[src/rtl/rfsh_pkg.sv]
package rfsh_pkg;

  typedef enum logic [1:0] {
    SQ_IDLE,
    SQ_CSR,
    SQ_RASLO,
    SQ_PRE
  } seq_state_e;

  // Convert a time in ns to a whole number of clocks, rounded up, at least one.
  function automatic int unsigned ns_to_cyc(input int unsigned ns, input int unsigned clk_ns);
    int unsigned c;
    c = (ns + clk_ns - 1) / clk_ns;
    if (c == 0) c = 1;
    return c;
  endfunction

  // Bits needed to hold the value n.
  function automatic int unsigned bits_for(input int unsigned n);
    return (n < 1) ? 1 : $clog2(n + 1);
  endfunction

  function automatic int unsigned max_of(input int unsigned a, input int unsigned b);
    return (a > b) ? a : b;
  endfunction

endpackage

[src/rtl/rfsh_init_track.sv]
module rfsh_init_track
  import rfsh_pkg::*;
#(
  parameter int unsigned PAUSE_CYC   = 20000,
  parameter int unsigned INIT_CYCLES = 8
) (
  input  logic clk,
  input  logic rst_n,
  input  logic cyc_done,
  output logic pause_over,
  output logic init_pending,
  output logic init_done
);
  localparam int unsigned PAW = bits_for(PAUSE_CYC);
  localparam int unsigned ICW = bits_for(INIT_CYCLES);

  logic [PAW-1:0] pause_cnt;
  logic [ICW-1:0] init_left;

  always_ff @(posedge clk or negedge rst_n) begin
    if (!rst_n) begin
      pause_cnt  <= PAW'(PAUSE_CYC - 1);
      pause_over <= 1'b0;
    end else if (!pause_over) begin
      if (pause_cnt == '0) pause_over <= 1'b1;
      else                 pause_cnt  <= pause_cnt - 1'b1;
    end
  end

  always_ff @(posedge clk or negedge rst_n) begin
    if (!rst_n)                          init_left <= ICW'(INIT_CYCLES);
    else if (cyc_done && init_left != '0) init_left <= init_left - 1'b1;
  end

  assign init_pending = (init_left != '0);
  assign init_done    = (init_left == '0);
endmodule

[src/rtl/rfsh_interval.sv]
module rfsh_interval
  import rfsh_pkg::*;
#(
  parameter int unsigned INT_CYC  = 1560,
  parameter int unsigned MAX_PEND = 4,
  localparam int unsigned PW      = bits_for(MAX_PEND)
) (
  input  logic          clk,
  input  logic          rst_n,
  input  logic          enable,
  input  logic          hold_clr,
  input  logic          take,
  input  logic          flush,
  output logic [PW-1:0] pend
);
  localparam int unsigned IW = bits_for(INT_CYC);

  logic [IW-1:0] ivl;
  logic          due_tick;
  logic          queue_add;

  assign due_tick  = enable && !hold_clr && (ivl == IW'(INT_CYC - 1));
  assign queue_add = due_tick && ((pend != PW'(MAX_PEND)) || take);

  always_ff @(posedge clk or negedge rst_n) begin
    if (!rst_n)                  ivl <= '0;
    else if (hold_clr || !enable) ivl <= '0;
    else if (due_tick)           ivl <= '0;
    else                         ivl <= ivl + 1'b1;
  end

  always_ff @(posedge clk or negedge rst_n) begin
    if (!rst_n)                      pend <= '0;
    else if (flush)                  pend <= '0;
    else if (queue_add && !take)     pend <= pend + 1'b1;
    else if (!queue_add && take)     pend <= pend - 1'b1;
  end
endmodule

[src/rtl/rfsh_strobe_seq.sv]
module rfsh_strobe_seq
  import rfsh_pkg::*;
#(
  parameter int unsigned CSR_CYC  = 1,
  parameter int unsigned RAS_CYC  = 5,
  parameter int unsigned RP_CYC   = 3,
  parameter int unsigned SREF_CYC = 10000,
  parameter int unsigned RPS_CYC  = 9
) (
  input  logic clk,
  input  logic rst_n,
  input  logic start,
  input  logic sref_sel,
  input  logic sref_hold,
  output logic idle,
  output logic own,
  output logic ras_n,
  output logic cas_n,
  output logic done,
  output logic sref_busy
);
  localparam int unsigned TMAX = max_of(max_of(max_of(CSR_CYC, RAS_CYC), max_of(RP_CYC, SREF_CYC)), RPS_CYC);
  localparam int unsigned TW   = bits_for(TMAX);

  seq_state_e      state;
  logic [TW-1:0]   tmr;
  logic            sref_mode;
  logic            tmr_zero;

  assign tmr_zero = (tmr == '0);

  always_ff @(posedge clk or negedge rst_n) begin
    if (!rst_n) begin
      state     <= SQ_IDLE;
      tmr       <= '0;
      sref_mode <= 1'b0;
    end else begin
      unique case (state)
        SQ_IDLE: if (start) begin
          state     <= SQ_CSR;
          tmr       <= TW'(CSR_CYC - 1);
          sref_mode <= sref_sel;
        end
        SQ_CSR: if (tmr_zero) begin
          state <= SQ_RASLO;
          tmr   <= sref_mode ? TW'(SREF_CYC - 1) : TW'(RAS_CYC - 1);
        end else tmr <= tmr - 1'b1;
        SQ_RASLO: if (!tmr_zero) tmr <= tmr - 1'b1;
          else if (!sref_mode) begin
            state <= SQ_PRE;
            tmr   <= TW'(RP_CYC - 1);
          end else if (!sref_hold) begin
            state <= SQ_PRE;
            tmr   <= TW'(RPS_CYC - 1);
          end
        SQ_PRE: if (tmr_zero) begin
          state     <= SQ_IDLE;
          sref_mode <= 1'b0;
        end else tmr <= tmr - 1'b1;
        default: state <= SQ_IDLE;
      endcase
    end
  end

  assign idle      = (state == SQ_IDLE);
  assign own       = !idle;
  assign ras_n     = (state != SQ_RASLO);
  assign cas_n     = !((state == SQ_CSR) || (state == SQ_RASLO));
  assign done      = (state == SQ_PRE) && tmr_zero;
  assign sref_busy = sref_mode;
endmodule

[src/rtl/dram_rfsh_sched.sv]
module dram_rfsh_sched
  import rfsh_pkg::*;
#(
  parameter int unsigned CLK_NS      = 10,
  parameter int unsigned PWRUP_NS    = 200000,
  parameter int unsigned INIT_CYCLES = 8,
  parameter int unsigned RFSH_INT_NS = 15600,
  parameter int unsigned MAX_PEND    = 4,
  parameter int unsigned CSR_NS      = 5,
  parameter int unsigned RAS_NS      = 50,
  parameter int unsigned RP_NS       = 30,
  parameter int unsigned SREF_NS     = 100000,
  parameter int unsigned RPS_NS      = 90
) (
  input  logic clk,
  input  logic rst_n,
  input  logic grant_i,
  input  logic bus_idle_i,
  input  logic sref_req_i,
  output logic req_o,
  output logic own_o,
  output logic ras_n_o,
  output logic lcas_n_o,
  output logic ucas_n_o,
  output logic cyc_done_o,
  output logic init_done_o
);
  localparam int unsigned PAUSE_CYC = ns_to_cyc(PWRUP_NS, CLK_NS);
  localparam int unsigned INT_CYC   = ns_to_cyc(RFSH_INT_NS, CLK_NS);
  localparam int unsigned CSR_CYC   = ns_to_cyc(CSR_NS, CLK_NS);
  localparam int unsigned RAS_CYC   = ns_to_cyc(RAS_NS, CLK_NS);
  localparam int unsigned RP_CYC    = ns_to_cyc(RP_NS, CLK_NS);
  localparam int unsigned SREF_CYC  = ns_to_cyc(SREF_NS, CLK_NS);
  localparam int unsigned RPS_CYC   = ns_to_cyc(RPS_NS, CLK_NS);
  localparam int unsigned PW        = bits_for(MAX_PEND);

  // Named internal events
  logic          pause_over, init_pending, init_done;
  logic          seq_idle, seq_start, sref_sel, sref_busy;
  logic          rfsh_take, rfsh_flush;
  logic [PW-1:0] pend_cnt;
  logic          cas_n;

  rfsh_init_track #(.PAUSE_CYC(PAUSE_CYC), .INIT_CYCLES(INIT_CYCLES)) u_init (
    .clk(clk), .rst_n(rst_n), .cyc_done(cyc_done_o),
    .pause_over(pause_over), .init_pending(init_pending), .init_done(init_done)
  );

  rfsh_interval #(.INT_CYC(INT_CYC), .MAX_PEND(MAX_PEND)) u_ivl (
    .clk(clk), .rst_n(rst_n), .enable(init_done), .hold_clr(sref_busy),
    .take(rfsh_take), .flush(rfsh_flush), .pend(pend_cnt)
  );

  rfsh_strobe_seq #(
    .CSR_CYC(CSR_CYC), .RAS_CYC(RAS_CYC), .RP_CYC(RP_CYC),
    .SREF_CYC(SREF_CYC), .RPS_CYC(RPS_CYC)
  ) u_seq (
    .clk(clk), .rst_n(rst_n), .start(seq_start), .sref_sel(sref_sel),
    .sref_hold(sref_req_i), .idle(seq_idle), .own(own_o), .ras_n(ras_n_o),
    .cas_n(cas_n), .done(cyc_done_o), .sref_busy(sref_busy)
  );

  assign sref_sel   = init_done && sref_req_i;
  assign req_o      = seq_idle && pause_over &&
                      (init_pending || (init_done && ((pend_cnt != '0) || sref_req_i)));
  assign seq_start  = req_o && grant_i && bus_idle_i;
  assign rfsh_take  = seq_start && !sref_sel && init_done;
  assign rfsh_flush = seq_start && sref_sel;

  assign lcas_n_o    = cas_n;
  assign ucas_n_o    = cas_n;
  assign init_done_o = init_done;
endmodule

[config.mk]
export PLATFORM = sky130hd
export DESIGN_NAME = dram_rfsh_sched
export DESIGN_NICKNAME = d
export VERILOG_FILES = /design/src/rtl/rfsh_pkg.sv /design/src/rtl/rfsh_init_track.sv /design/src/rtl/rfsh_interval.sv /design/src/rtl/rfsh_strobe_seq.sv /design/src/rtl/dram_rfsh_sched.sv
export SDC_FILE = /design/constraint.sdc
export NUM_CORES = 1
export LEC_CHECK = 0
export ABC_AREA = 1
export BUFFER_PORTS_ARGS = -buffer_cell sky130_fd_sc_hd__buf_2
export CAP_MARGIN = 25
export CORE_ASPECT_RATIO = 0.8
export CORE_MARGIN = 2
export CORE_UTILIZATION = 30
export CTS_BUF_LIST = sky130_fd_sc_hd__clkbuf_4 sky130_fd_sc_hd__clkbuf_8 sky130_fd_sc_hd__clkbuf_16
export DETAILED_ROUTE_END_ITERATION = 6
export PLACE_DENSITY_LB_ADDON = 0.08
export SLEW_MARGIN = 20
export SYNTH_ARGS = -nofsm -noshare
export SYNTH_HDL_FRONTEND = slang
export SYNTH_HIERARCHICAL = 1
export SYNTH_SLANG_ARGS = --single-unit
[constraint.sdc]
create_clock -name clk -period 2.9 [get_ports clk]
set_input_delay 0.435 -clock clk [delete_from_list [all_inputs] [get_ports clk]]
set_output_delay 0.435 -clock clk [all_outputs]
set_load 0.02 [all_outputs]
Word-level counts from Yosys, hierarchy flattened:

Index checks and enable logic that the tools add are counted.

* $add $sub $neg: 6
* eq/ne operators: 13
* muxes and demuxes: 25
* bitwise gates (word level): 2
* reductions and logical operators: 40

Operators with widths (number)
* 14-bit 2-to-1 mux: 7
* 14-bit case mux with 4 select lines: 1
* 11-bit 2-to-1 mux: 2
* 1-bit logical AND: 16
* 15-bit logical NOT: 1
* 15-bit by 1-bit subtractor with 15-bit output, second input constant: 1
* 14-bit logical NOT: 1
* 14-bit by 1-bit subtractor with 14-bit output, second input constant: 1
* 2-bit 2-to-1 mux: 6
* 11-bit by 1-bit adder with 11-bit output, second input constant: 1
* 11-bit == test, second input constant: 1
* 3-bit 2-to-1 mux: 3
* 2-bit by 1-bit inequality test with 1-bit output, second input constant: 4
* 2-bit case mux with 4 select lines: 1
* 1-bit logical NOT: 7
* 3-bit inequality test, second input constant: 2
* 3-bit AND reduction: 2
* 3-bit nonzero test: 2
* 1-bit logical OR: 5
* 5-bit AND reduction: 1
* 2-bit == test, second input constant: 2
* 4-bit logical NOT: 1
* 1-bit 2-to-1 mux: 4
* 2-bit inequality test, second input constant: 2
* other kinds (11): 12

* register bits after elaboration: 51
* input bits: 5
* word-level logic and storage cells: 94

Logic depth before layout (Yosys ltp):

* depth after elaboration: 16
* depth in mapped cells: 20
* mapped depth without buffers: 20

By module:

Netlist, hierarchy kept.

Modules (own cells, without submodules)
* rfsh_strobe_seq: times used 1, cells an instance 204, area an instance 1393.8 µm², sequential area each 425.4 µm²
* rfsh_init_track: times used 1, cells an instance 169, area an instance 1197.4 µm², sequential area each 513.0 µm²
* rfsh_interval: times used 1, cells an instance 110, area an instance 854.6 µm², sequential area each 350.3 µm²
* dram_rfsh_sched: times used 1, cells an instance 21, area an instance 93.8 µm², sequential area each 0.0 µm²

Least setup slack after synthesis:

Ideal clock, no wire load.

* path kind: register to register
* from: register u_init.init_left[0]
* to: register u_ivl.pend[2]
* library setup time: 0.117 ns
* data arrival time: 2.668 ns
* slack: 0.115 ns
* cell stages (with the launch flop): 19
* clock period less this slack: 2.785 ns
* cell sequence: dfrtp_1 inv_1 ha_1 nand2_1 nor2_1 nand2_1 nand2_2 nand3_2 nor2_1 a21oi_1 nand3_4 inv_1 fa_1 xor2_1 nand4_1 nand2_1 inv_1 nand2_1 nand2_1

* cells in the longest elaborated chain, start to end: 13
* elaborated cells on any way between the ends: 23
* those cells by class: mux (2); reduce/logical (21)

Ends and longest elaborated chain
* start, declared: RTL line rfsh_init_track.sv:18 `logic [ICW-1:0] init_left;`
* start signal, assigned: RTL line rfsh_init_track.sv:31 `if (!rst_n) init_left <= ICW'(INIT_CYCLES);`
* start signal, assigned: RTL line rfsh_init_track.sv:32 `else if (cyc_done && init_left != '0) init_left <= init_left - 1'b1;`
* 4-bit logical NOT *: RTL line rfsh_init_track.sv:36 `assign init_done = (init_left == '0);`
* named net init_done_o: RTL line dram_rfsh_sched.sv:26 `output logic init_done_o`
* 1-bit logical AND: RTL line dram_rfsh_sched.sv:65 `(init_pending || (init_done && ((pend_cnt != '0) || sref_req_i)));`
* 1-bit logical OR: RTL line dram_rfsh_sched.sv:65
* 1-bit logical AND: RTL line dram_rfsh_sched.sv:64 `assign req_o = seq_idle && pause_over &&`
* 1-bit logical AND (2 in a row): RTL line dram_rfsh_sched.sv:66 `assign seq_start = req_o && grant_i && bus_idle_i;`
* 1-bit logical AND: RTL line dram_rfsh_sched.sv:67 `assign rfsh_take = seq_start && !sref_sel && init_done;`
* 1-bit logical AND *: RTL line dram_rfsh_sched.sv:67
* named net rfsh_take: RTL line dram_rfsh_sched.sv:40 `logic rfsh_take, rfsh_flush;`
* 1-bit logical OR: RTL line rfsh_interval.sv:23 `assign queue_add = due_tick && ((pend != PW'(MAX_PEND)) || take);`
* 1-bit logical AND: RTL line rfsh_interval.sv:23
* 1-bit logical AND / 1-bit logical NOT (equally long branches): RTL line rfsh_interval.sv:35, rfsh_interval.sv:36
* 3-bit 2-to-1 mux / 1-bit logical AND (equally long branches): RTL line rfsh_interval.sv:35, rfsh_interval.sv:36
* 3-bit 2-to-1 mux / 3-bit nonzero test (equally long branches)
* end signal, assigned: RTL line rfsh_interval.sv:35 `else if (queue_add && !take) pend <= pend + 1'b1;`
* end signal, assigned: RTL line rfsh_interval.sv:36 `else if (!queue_add && take) pend <= pend - 1'b1;`
* end, declared: RTL line rfsh_interval.sv:14 `output logic [PW-1:0] pend`

Mark *: on every way through the listed nets, which the timed path passes. The rest lies on a longest branch.
A chain may end at the register's enable or synchronous reset.

Worst setup path in the final report:

* from: register u_init.init_left[0]
* to: register u_ivl.pend[2]

* cells in the longest elaborated chain, start to end: 13
* elaborated cells on any way between the ends: 23
* those cells by class: mux (2); reduce/logical (21)

Ends and longest elaborated chain (RTL line)
* 4-bit logical NOT: rfsh_init_track.sv:36
* 1-bit logical AND: dram_rfsh_sched.sv:65
* 1-bit logical OR: dram_rfsh_sched.sv:65
* 1-bit logical AND: dram_rfsh_sched.sv:64
* 1-bit logical AND (2 in a row): dram_rfsh_sched.sv:66
* 1-bit logical AND: dram_rfsh_sched.sv:67
* 1-bit logical AND *: dram_rfsh_sched.sv:67
* named net rfsh_take: dram_rfsh_sched.sv:40
* 1-bit logical OR: rfsh_interval.sv:23
* 1-bit logical AND: rfsh_interval.sv:23
* 1-bit logical AND / 1-bit logical NOT (equally long branches): rfsh_interval.sv:35, rfsh_interval.sv:36
* 3-bit 2-to-1 mux / 1-bit logical AND (equally long branches): rfsh_interval.sv:35, rfsh_interval.sv:36
* 3-bit 2-to-1 mux / 3-bit nonzero test (equally long branches)

Marks and branches as above.

==> results.md <==
* Synth Flop Type: dfrtp_1
* Post-route cell area at just under 4000 um^2
* CORE AREA at between 10000 and 15000 um^2
* WL final at 8110 um
* Min cycle time layout at 2.62 ns
* Multi-input gate area at ~1900 um^2
* Pleak at 2.15 nW
* CP Cell Sequence: inv_1 > ha_1 > nand2_1 > nor2_4 > nand2_1 > nand2_2 > nand3_2 > nor2_2 > a21oi_1 > nand3_4 > inv_1 > fa_1 > xor2_1 > nand4_1 > nand2_1 > inv_1 > nand2_1 > nand2_1
* Register Area at 1290 um^2
* Final Hold Slack at 0.152 ns
* Pin count of the biggest net entering global routing at 28
* Initial antenna violation count at 0
* Cells after synthesis at 504
* R2R Setup Slk at 0.28 ns
* Slew headroom at between 50 and 60%
* Synth-to-layout area growth at 10.9%
* Cell taking the most area after synthesis: dfrtp_1
* Most common cell in the synthesized netlist: nand2_1
* H-tree depth at 2
* I/O pins at 12
* Via density at around 4.4
* Post-synth EDFFs at 0
* Share of layout cells above drive strength 1 at 16.5%
* Slew @ Worst Pin at 0.601 ns
* Reg clk slew, reported paths at 0.07 ns
* Diodes inserted at 0
* Die span in x at between 100 and 150 um
* Fin. max-slew vios at 0
* Worst Path Required at 3.08 ns
* Hold Crit Class: primary input to asynchronous set/reset pin
* Ys Warns at 6
* CTS tree: built
* Worst path slowest cell: dfrtp_1
* CTS Buf Count at 5
* Buffers on Ports at 11
* Synth Cell Area at 3540 um^2
* Fraction of the cycle the final worst path needs at 90.4%
* Root Buffer: clkbuf_16
* Avg Inst Size Synth at 7.02 um^2
* Post-route insts no fill at approximately 670
* Row Count at 35
* Seq/Total Area, Yosys at a little over a third
* Dominant cells by area after synthesis: dfrtp_1, nand2_1, dfstp_2
* Average wire per standard cell at about 12 um
* Crit end category: flop
* Most used cell, CP: nand2_1
* Fmax at 381 MHz
* Clk sinks at 51
* Async SR Flop Fraction at 100%
* GPL Wtd Cong at 0.794
* Synth unique cells at 40
* Final setup violation count at 0
* Final HPWL DP at ~6000 um
* DR iter-0 viols at 182
* GRT Util Overall at 13.8%
* Post-route DRC violation count at 0
* Post-synth top cells: nand2_1, inv_1, nor2_1
* Outcome: completed
* Arr. time, crit path at 2.80 ns
* 1st-pass router iterations at 4
* # fillers at about 1300
* Power per Cell Area at a little under 900 nW/um^2
* Worst Skew at 0.00773 ns
* Hold Fails Final Rpt at 0
* Fin nets at roughly 530
* Postcts setup bufs at 0
* Post-route ant nets at 0
* Worst-skew pair later-pin latency at 0.29 ns
* Syn_nets at 518
* Max-cap viol count at 0
* Dpl cell area at 3750 um^2
* Critical path startpoint category: flop
* Die Span Y at slightly above 100 um
* Kind of critical path: flop to flop
* Vias in the first global route at 2884
* First-pass GRT wire length at 14100 um
* Die area at 12700 um^2
* Critical path peak fanout at 6
* Unrepaired setup endpoints after global routing: no
* DR vias at approximately 3000
* Placed Cells incl. Taps at 660
* Critical Path Max Stage Delay at 0.39 ns
* Yosys top cell area share at 29.0%
* Total gr overflow at 0
* Initial Util at 30.7%
* Peak supply drop at 0.336 mV
* Setup WS post-layout at between 0.2 and 0.3 ns
* Setup slack at placement at 0.0615 ns
* Post-Route Setup TNS at 0 ns
* Flops & latches, synth at 51
* Clock Path Buffers at 2
==> metal layers <==
layer	track usage (%)	wire length (um)	vias up	part of all wire [%]
met3	2.85	332	2	4.1
met5	0	0	-	0
met4	3.33	40	0	0.49
li1	-	-	1582	-
met1	20.9	4520	1326	56
met2	20.1	3210	35	40
==> state kept, by name, summed over array words and instances, names as in the netlist <==
signal and count:
u_init/init_left 4, u_init/pause_cnt 15, u_init/pause_over 1, u_ivl/ivl 11
u_ivl/pend 3, u_seq/sref_busy 1, u_seq/state 2, u_seq/tmr 14
==> path summary, 6_finish.rpt <==
check                                          from  cells past startpoint                  end
worst max-delay path            u_init/init_left[0]                     18        u_ivl/pend[2]
worst min-delay path                          rst_n                      1  u_init/pause_cnt[8]
worst max register to register  u_init/init_left[0]                     18        u_ivl/pend[2]
worst min register to register  u_init/init_left[0]                      1  u_init/init_left[0]
max in group asynchronous                     rst_n                      2  u_init/init_left[3]
min in group clk                u_init/init_left[0]                      1  u_init/init_left[0]
==> cells by family (layout without fill, tap and decap cells) <==
family / count (synthesis) / after routing / synth area share [%]
and+or+nand+nor: 320 / 320 / 42.7
buffers and inverters: 84 / 100 / 9.86
DFF: 51 / 51 / 36.4
AOI/OAI and AO/OA: 25 / 25 / 3.89
xor gates and xnor gates: 15 / 15 / 3.71
adders and majority gates: 9 / 9 / 3.39
==> power breakdown <==
| group | total, W | switching, W | leakage, nW | internal [W] |
|---|---|---|---|---|
| registers | 0.00103 | 0.000162 | 0.645 | 0.000863 |
| clock network | 0.000658 | 0.000265 | 0.0831 | 0.000393 |
| logic | 0.00183 | 0.00123 | 1.42 | 0.000602 |
| total | 0.00351 | 0.00165 | 2.15 | 0.00186 |
==> cells in the final DEF, fill, tap and decap left out, types with 9 or more instances in the layout <==
cell type	netlist	layout
dfrtp_1	41	41
nand2_2	11	11
inv_1	68	68
nor2_2	8	9
nand3_1	30	30
xor2_1	11	11
nand4_1	11	11
buf_2	1	11
nand2_1	171	171
dfstp_2	10	10
nor2_1	57	55
==> worst max-delay path: cells and delay by family (launching register included) <==
family	cells	cell delay, ns
and+or+nand+nor	11	1.10
adders and majority gates	2	0.54
DFF	1	0.39
xor gates and xnor gates	1	0.20
buffers and inverters	3	0.18
AOI/OAI and AO/OA	1	0.10
==> final cells by class <==
type	instances	area share [%]
flip-flops and latches	51	32.8
well taps	148	4.72
repair buffers	14	1.98
multi-input cells	369	48.7
inverters	78	7.58
clock buffers	8	4.21
==> timing repair <==
action,4_1_cts,5_1_grt
hold buffers,0,0
endpoints found under the setup margin,0,1
resized for setup,0,3
==> stage by stage <==
step	utilization (%)	total power [W]
final	34.1	0.00351
after global routing	34.1	0.00388
after global placement	32.6	0.00287
after CTS	34.0	0.00357
after floorplan	-	0.00246
after detailed placement	32.6	0.00288
Power figures use the tool's default switching activity.
